===== src/rtl/irq_gate_pkg.sv =====
package irq_gate_pkg;
  localparam int unsigned RST_IDX = 0;
  localparam int unsigned NMI_IDX = 1;

  typedef enum logic [1:0] {
    REG_EN   = 2'd0,
    REG_FLAG = 2'd1,
    REG_SET  = 2'd2,
    REG_CLR  = 2'd3
  } reg_sel_e;
endpackage


===== src/rtl/irq_enable_reg.sv =====
module irq_enable_reg
  import irq_gate_pkg::*;
#(
  parameter int unsigned NUM_IRQ    = 16,
  parameter int unsigned FIRST_MASK = 4
) (
  input  logic               clk_i,
  input  logic               rst_ni,
  input  logic               wr_i,
  input  logic [NUM_IRQ-1:0] wdata_i,
  input  logic               nmi_ret_i,
  input  logic               nmi_taken_i,
  output logic [NUM_IRQ-1:0] en_o
);
  logic [NUM_IRQ-1:FIRST_MASK] ie_q;
  logic                        nmie_q;
  logic                        unused_bits;

  assign unused_bits = ^{wdata_i[RST_IDX], wdata_i[FIRST_MASK-1:NMI_IDX+1]};

  always_ff @(posedge clk_i or negedge rst_ni) begin
    if (!rst_ni) ie_q <= '0;
    else if (wr_i) ie_q <= wdata_i[NUM_IRQ-1:FIRST_MASK];
  end

  // taken NMI beats any set request
  always_ff @(posedge clk_i or negedge rst_ni) begin
    if (!rst_ni) nmie_q <= 1'b0;
    else if (nmi_taken_i) nmie_q <= 1'b0;
    else if ((wr_i && wdata_i[NMI_IDX]) || nmi_ret_i) nmie_q <= 1'b1;
  end

  always_comb begin
    en_o = '0;
    en_o[RST_IDX] = 1'b1;
    en_o[NMI_IDX] = nmie_q;
    en_o[NUM_IRQ-1:FIRST_MASK] = ie_q;
  end

  p_nmie_hold_r3: assert property (@(posedge clk_i) disable iff (!rst_ni)
    nmie_q && !nmi_taken_i |=> nmie_q);
  p_nmie_cause_r3: assert property (@(posedge clk_i) disable iff (!rst_ni)
    !nmie_q && !nmi_ret_i && !(wr_i && wdata_i[NMI_IDX]) |=> !nmie_q);
  p_nmie_clr_r4: assert property (@(posedge clk_i) disable iff (!rst_ni)
    nmi_taken_i |=> !nmie_q);
  p_nmie_ret_r5: assert property (@(posedge clk_i) disable iff (!rst_ni)
    nmi_ret_i && !nmi_taken_i |=> nmie_q);
endmodule


===== src/rtl/irq_flag_reg.sv =====
module irq_flag_reg #(
  parameter int unsigned NUM_IRQ    = 16,
  parameter int unsigned FIRST_MASK = 4,
  localparam int unsigned IDX_W     = $clog2(NUM_IRQ)
) (
  input  logic               clk_i,
  input  logic               rst_ni,
  input  logic [NUM_IRQ-1:0] irq_i,
  input  logic               set_wr_i,
  input  logic               clr_wr_i,
  input  logic [NUM_IRQ-1:0] wdata_i,
  input  logic               take_i,
  input  logic [IDX_W-1:0]   take_idx_i,
  output logic [NUM_IRQ-1:0] flag_o
);
  logic [NUM_IRQ-1:0] prev_q, flag_q, valid, set_vec, clr_vec;

  always_comb begin
    for (int i = 0; i < NUM_IRQ; i++) valid[i] = (i < 2) || (i >= FIRST_MASK);
  end

  assign set_vec = ((irq_i & ~prev_q) | (set_wr_i ? wdata_i : '0)) & valid;
  assign clr_vec = (clr_wr_i ? wdata_i : '0) |
                   (take_i ? (NUM_IRQ'(1) << take_idx_i) : '0);

  always_ff @(posedge clk_i or negedge rst_ni) begin
    if (!rst_ni) begin
      prev_q <= '0;
      flag_q <= '0;
    end else begin
      prev_q <= irq_i;
      flag_q <= (flag_q & ~clr_vec) | set_vec;
    end
  end

  assign flag_o = flag_q;

  p_set_wins_r10: assert property (@(posedge clk_i) disable iff (!rst_ni)
    1'b1 |=> ((flag_q & $past(set_vec)) == $past(set_vec)));
  p_take_clr_r11: assert property (@(posedge clk_i) disable iff (!rst_ni)
    take_i && !set_vec[take_idx_i] |=> !flag_q[$past(take_idx_i)]);
  p_rsv_zero_r8: assert property (@(posedge clk_i) disable iff (!rst_ni)
    1'b1 |=> ((flag_q & ~valid) == '0));
endmodule


===== src/rtl/irq_prio_sel.sv =====
module irq_prio_sel
  import irq_gate_pkg::*;
#(
  parameter int unsigned NUM_IRQ    = 16,
  parameter int unsigned FIRST_MASK = 4,
  localparam int unsigned IDX_W     = $clog2(NUM_IRQ)
) (
  input  logic               clk_i,
  input  logic               rst_ni,
  input  logic [NUM_IRQ-1:0] pend_i,
  input  logic [NUM_IRQ-1:0] en_i,
  input  logic               gie_i,
  output logic               take_o,
  output logic [IDX_W-1:0]   idx_o
);
  logic [NUM_IRQ-1:0] elig;

  always_comb begin
    elig = '0;
    elig[RST_IDX] = pend_i[RST_IDX];
    elig[NMI_IDX] = pend_i[NMI_IDX] & en_i[NMI_IDX];
    for (int i = FIRST_MASK; i < NUM_IRQ; i++)
      elig[i] = pend_i[i] & en_i[i] & en_i[NMI_IDX] & gie_i;
  end

  // lowest index wins
  always_comb begin
    idx_o = '0;
    for (int i = NUM_IRQ - 1; i >= 0; i--)
      if (elig[i]) idx_o = IDX_W'(i);
  end

  assign take_o = |elig;

  p_block_r6: assert property (@(posedge clk_i) disable iff (!rst_ni)
    take_o && (idx_o != IDX_W'(RST_IDX)) |-> en_i[NMI_IDX]);
  p_gate_r7: assert property (@(posedge clk_i) disable iff (!rst_ni)
    take_o && (idx_o >= IDX_W'(FIRST_MASK)) |-> gie_i && en_i[idx_o]);
  p_pend_r11: assert property (@(posedge clk_i) disable iff (!rst_ni)
    take_o |-> pend_i[idx_o]);
  p_rst_first_r11: assert property (@(posedge clk_i) disable iff (!rst_ni)
    pend_i[RST_IDX] |-> take_o && (idx_o == IDX_W'(RST_IDX)));
endmodule


===== src/rtl/irq_gate_ctrl.sv =====
module irq_gate_ctrl
  import irq_gate_pkg::*;
#(
  parameter int unsigned DATA_W     = 32,
  parameter int unsigned NUM_IRQ    = 16,
  parameter int unsigned FIRST_MASK = 4,
  localparam int unsigned IDX_W     = $clog2(NUM_IRQ)
) (
  input  logic               clk_i,
  input  logic               rst_ni,
  input  logic               reg_we_i,
  input  logic [1:0]         reg_addr_i,
  input  logic [DATA_W-1:0]  reg_wdata_i,
  output logic [DATA_W-1:0]  reg_rdata_o,
  input  logic [NUM_IRQ-1:0] irq_i,
  input  logic               gie_i,
  input  logic               nmi_ret_i,
  output logic               take_o,
  output logic [IDX_W-1:0]   take_idx_o
);
  reg_sel_e           sel;
  logic [NUM_IRQ-1:0] wd, en, flags;
  logic               en_wr, set_wr, clr_wr, nmi_taken;
  logic               unused_hi;

  assign sel       = reg_sel_e'(reg_addr_i);
  assign wd        = reg_wdata_i[NUM_IRQ-1:0];
  assign unused_hi = ^reg_wdata_i[DATA_W-1:NUM_IRQ];
  assign en_wr     = reg_we_i && (sel == REG_EN);
  assign set_wr    = reg_we_i && (sel == REG_SET);
  assign clr_wr    = reg_we_i && (sel == REG_CLR);
  assign nmi_taken = take_o && (take_idx_o == IDX_W'(NMI_IDX));

  irq_enable_reg #(.NUM_IRQ(NUM_IRQ), .FIRST_MASK(FIRST_MASK)) u_en (
    .clk_i, .rst_ni, .wr_i(en_wr), .wdata_i(wd), .nmi_ret_i,
    .nmi_taken_i(nmi_taken), .en_o(en)
  );

  irq_flag_reg #(.NUM_IRQ(NUM_IRQ), .FIRST_MASK(FIRST_MASK)) u_flag (
    .clk_i, .rst_ni, .irq_i, .set_wr_i(set_wr), .clr_wr_i(clr_wr),
    .wdata_i(wd), .take_i(take_o), .take_idx_i(take_idx_o), .flag_o(flags)
  );

  irq_prio_sel #(.NUM_IRQ(NUM_IRQ), .FIRST_MASK(FIRST_MASK)) u_sel (
    .clk_i, .rst_ni, .pend_i(flags), .en_i(en), .gie_i,
    .take_o, .idx_o(take_idx_o)
  );

  always_comb begin
    reg_rdata_o = '0;
    case (sel)
      REG_EN:   reg_rdata_o[NUM_IRQ-1:0] = en;
      REG_FLAG: reg_rdata_o[NUM_IRQ-1:0] = flags;
      default:  reg_rdata_o = '0;
    endcase
  end

  p_take_pulse_r11: assert property (@(posedge clk_i) disable iff (!rst_ni)
    take_o && !irq_i[take_idx_o] && !(set_wr && wd[take_idx_o])
    |=> !(take_o && take_idx_o == $past(take_idx_o)));
endmodule


===== config.mk =====
export PLATFORM = sky130hd
export DESIGN_NAME = irq_gate_ctrl
export DESIGN_NICKNAME = d
export VERILOG_FILES = /design/src/rtl/irq_gate_pkg.sv /design/src/rtl/irq_enable_reg.sv /design/src/rtl/irq_flag_reg.sv /design/src/rtl/irq_prio_sel.sv /design/src/rtl/irq_gate_ctrl.sv
export SDC_FILE = /design/constraint.sdc
export NUM_CORES = 1
export LEC_CHECK = 0
export BUFFER_PORTS_ARGS = -buffer_cell sky130_fd_sc_hd__buf_2
export CAP_MARGIN = 5
export CORE_UTILIZATION = 49
export DETAILED_ROUTE_END_ITERATION = 8
export PLACE_DENSITY_LB_ADDON = 0.3
export SKIP_LAST_GASP = 1
export SYNTH_ARGS = -nofsm -noshare
export SYNTH_HDL_FRONTEND = slang
export SYNTH_HIERARCHICAL = 1
export SYNTH_SLANG_ARGS = --single-unit

===== constraint.sdc =====
create_clock -name clk_i -period 4.6 [get_ports clk_i]
set_input_delay 0.92 -clock clk_i [delete_from_list [all_inputs] [get_ports clk_i]]
set_output_delay 0.92 -clock clk_i [all_outputs]
set_load 0.1 [all_outputs]

==> flow_summary.ini <==
[cells_and_area]
mostFrequentLayoutCell = buf_2
syn_to_final_growth_pct = 14.3
final_cell_mix = buf_2 (57), dfrtp_1 (43), nand2_1 (39)
final_nets = 356
antenna_cells = 0
drive_gt1_share_pct = 29.6

[critical_path]
end_kind = output port
reg2reg_depth = 7
worst-path-max-fanout = 8
critPathLaunch = gie_i
endpoint = take_idx_o[1]
startpoint_type = input pin
r2r_start = u_flag/flag_o[12]$_DFF_PN0_
cp.required_ns = 3.68
critPathArrivalTime_ns = 2.43
timing.rr.end = u_flag/flag_o[10]$_DFF_PN0_
rrSetupSlack_ns = 2.36
critical_path_class = in -> out

[clock_network]
htreeDepth = 2
path_clk_slew_ns = 0.08
cts-buffers-inserted = 5
post_cts_buffers = 0
cts_root_buf = clkbuf_8
clk_latency_ns = 0.29
clock_path_buffers = 2
cts_resized = 0
hold_buffers = 0
tritoncts = done
clkSinkCount = 43

[pwr]
p_seq_share_pct = 31.8
power.switching_mw = 0.792
power_mw = 1.60
p_int_mw = 0.803
powerDensity_mw_per_mm2 = 570
swShare_pct = 49.7
comb_power_share_pct = 50.4
p_leak_nw = 1.37
p_clk_share_pct = 17.8
ir_worst_vdd_uv = 477

[placed_design]
dp_hpwl_mm = 4.10
portBuffers = 57
gp_congestion = 0.828

[yosys]
synth_area_mm2 = 0.00245
async_reset_ff_share_pct = 100
netlist_instances = 246
yosysWarnings = 6
synth_seq_cells = 43
synth_cell_types = 44
synth-edff-count = 0
synth-main-ff-cell = dfrtp_1
syn_avg_cell_area_um2 = 9.95
synth_seq_area_share_pct = 43.9

[route]
antenna_left = 0
drtIter0Drc = 136
via_per_inst = 5.30
wl_per_cell_um = 15.5
vias = 1951
drtPass1Iterations = 4
drc = 0
routed_wl_mm = 5.72

[worst_hold_path]
hp-class = reg -> reg

[sta]
hold_violations = 0
fin_crit_sh_pct = 72.8
setup_viol_count_final = 0
rsz0062_at_grt = no
maxSlewViolCount = 0
tns_ns = 0
period_needed_ns = 3.35
slew_headroom_pct = 35.2
timing.fmax_mhz = 299
worst_pin_slew_ns = 0.971
fin_skew_ns = 0.00500

[grt]
antenna_found_initial = 0
grt_pass1_wl_mm = 9.37
grt_max_degree = 44
grt_use_total_pct = 23.5
grt-ovfl-total = 0
first_global_vias = 1932

[floorplanning]
die_h_um = 72.7
ios = 92
std_cell_rows = 25
start_util_pct = 51.5
dieArea_mm2 = 0.00528
die_w_um = 72.7
core_area_mm2 = 0.00475

[status]
outcome = finished clean

[job]
max_cap_violations = 0
==> power by group through the flow <==
| stage | clock network (mW) | registers [mW] | logic (mW) |
|---|---|---|---|
| 2_1_floorplan | 0 | 0.491 | 0.668 |
| 3_3_place_gp | 0 | 0.511 | 0.789 |
| 3_5_place_dp | 0 | 0.514 | 0.799 |
| 4_1_cts | 0.291 | 0.506 | 0.802 |
| 5_1_grt | 0.305 | 0.517 | 0.849 |
| 6_report | 0.284 | 0.507 | 0.804 |
==> through the flow <==
step	hold slack [ns]	instance area [µm²]	setup WS (ns)	cells	utilization [%]
2_1_floorplan	0.471	2520	0.709	262	-
3_3_place_gp	0.490	2700	1.34	361	56.7
3_5_place_dp	0.510	2700	1.33	361	56.7
4_1_cts	0.529	2800	1.32	368	58.9
5_1_grt	0.541	2800	1.21	368	58.9
6_report	0.524	2800	1.25	368	58.9
==> registers in the layout (all words and copies together) (netlist names) <==
name / cells
u_en/ie_q: 12
u_en/nmie_q: 1
u_flag/prev_q: 14
u_flag/flag_o: 16
==> critical path: stages <==
cell,delay (ns)
buf_2,0.11
nand2_2,0.12
nor3b_1,0.28
o21ai_1,0.10
a21oi_1,0.38
buf_2,0.52
==> per-layer routing <==
layer | routed length, µm | part of all wire [%] | GRT usage (%)
met5 | 0 | 0 | 0
met3 | 335 | 5.9 | 5.25
met1 | 2690 | 47 | 31.8
met4 | 47 | 0.82 | 7.19
met2 | 2650 | 46 | 37.7
==> how the worst min path moves through the flow <==
stage | slack [ns] | end | from | cells after the start
detailed placement | 0.51 | u_flag/flag_o[3]$_DFF_PN0_ | u_flag/flag_o[3]$_DFF_PN0_ | 1
CTS | 0.53 | u_flag/flag_o[3]$_DFF_PN0_ | u_flag/flag_o[3]$_DFF_PN0_ | 1
floorplan | 0.47 | u_en/nmie_q$_DFFE_PN0P_ | u_en/nmie_q$_DFFE_PN0P_ | 2
global placement | 0.49 | u_flag/flag_o[3]$_DFF_PN0_ | u_flag/flag_o[3]$_DFF_PN0_ | 1
finish | 0.52 | u_flag/flag_o[3]$_DFF_PN0_ | u_flag/flag_o[3]$_DFF_PN0_ | 1
global route | 0.54 | u_flag/flag_o[3]$_DFF_PN0_ | u_flag/flag_o[3]$_DFF_PN0_ | 1
==> kinds of logic (layout without fill, tap and decap cells) <==
kind of cell	after synthesis	count (layout)	share of synthesized area, %
DFF	43	43	43.9
AOI/OAI and AO/OA	50	50	16.0
buffers and inverters	44	83	11.3
and+or+nand+nor	78	78	14.9
muxes	28	28	13.4
other	3	19	0.460
==> cells in the mapped netlist, types with 2 or more instances <==
master / number / share of area [%]
o211ai_1: 12 / 3.7
buf_2: 3 / 0.61
nor3b_1: 2 / 0.61
a21oi_1: 4 / 0.82
o311ai_0: 2 / 0.72
o21ai_1: 2 / 0.41
nand2_1: 39 / 6.0
a41oi_1: 2 / 0.72
a22oi_1: 17 / 5.2
mux2_2: 3 / 1.4
conb_1: 3 / 0.46
dfrtp_1: 43 / 44
nand2b_1: 2 / 0.51
buf_6: 2 / 0.92
mux2i_1: 16 / 6.5
inv_1: 16 / 2.5
buf_4: 20 / 6.1
nand3b_1: 2 / 0.61
mux2_4: 9 / 5.5
nor2_1: 21 / 3.2
nand3_1: 3 / 0.61
==> area by class of cell <==
cell class	count	area (µm²)
fillers	463	1960
multi-input cells	175	1170
flip-flops and latches	43	1080
repair buffers	60	308
well taps	67	83.8
clock buffers	6	72.6
inverters	16	60.1
clock inverters	1	30.0
Power figures use the tool's default switching activity.
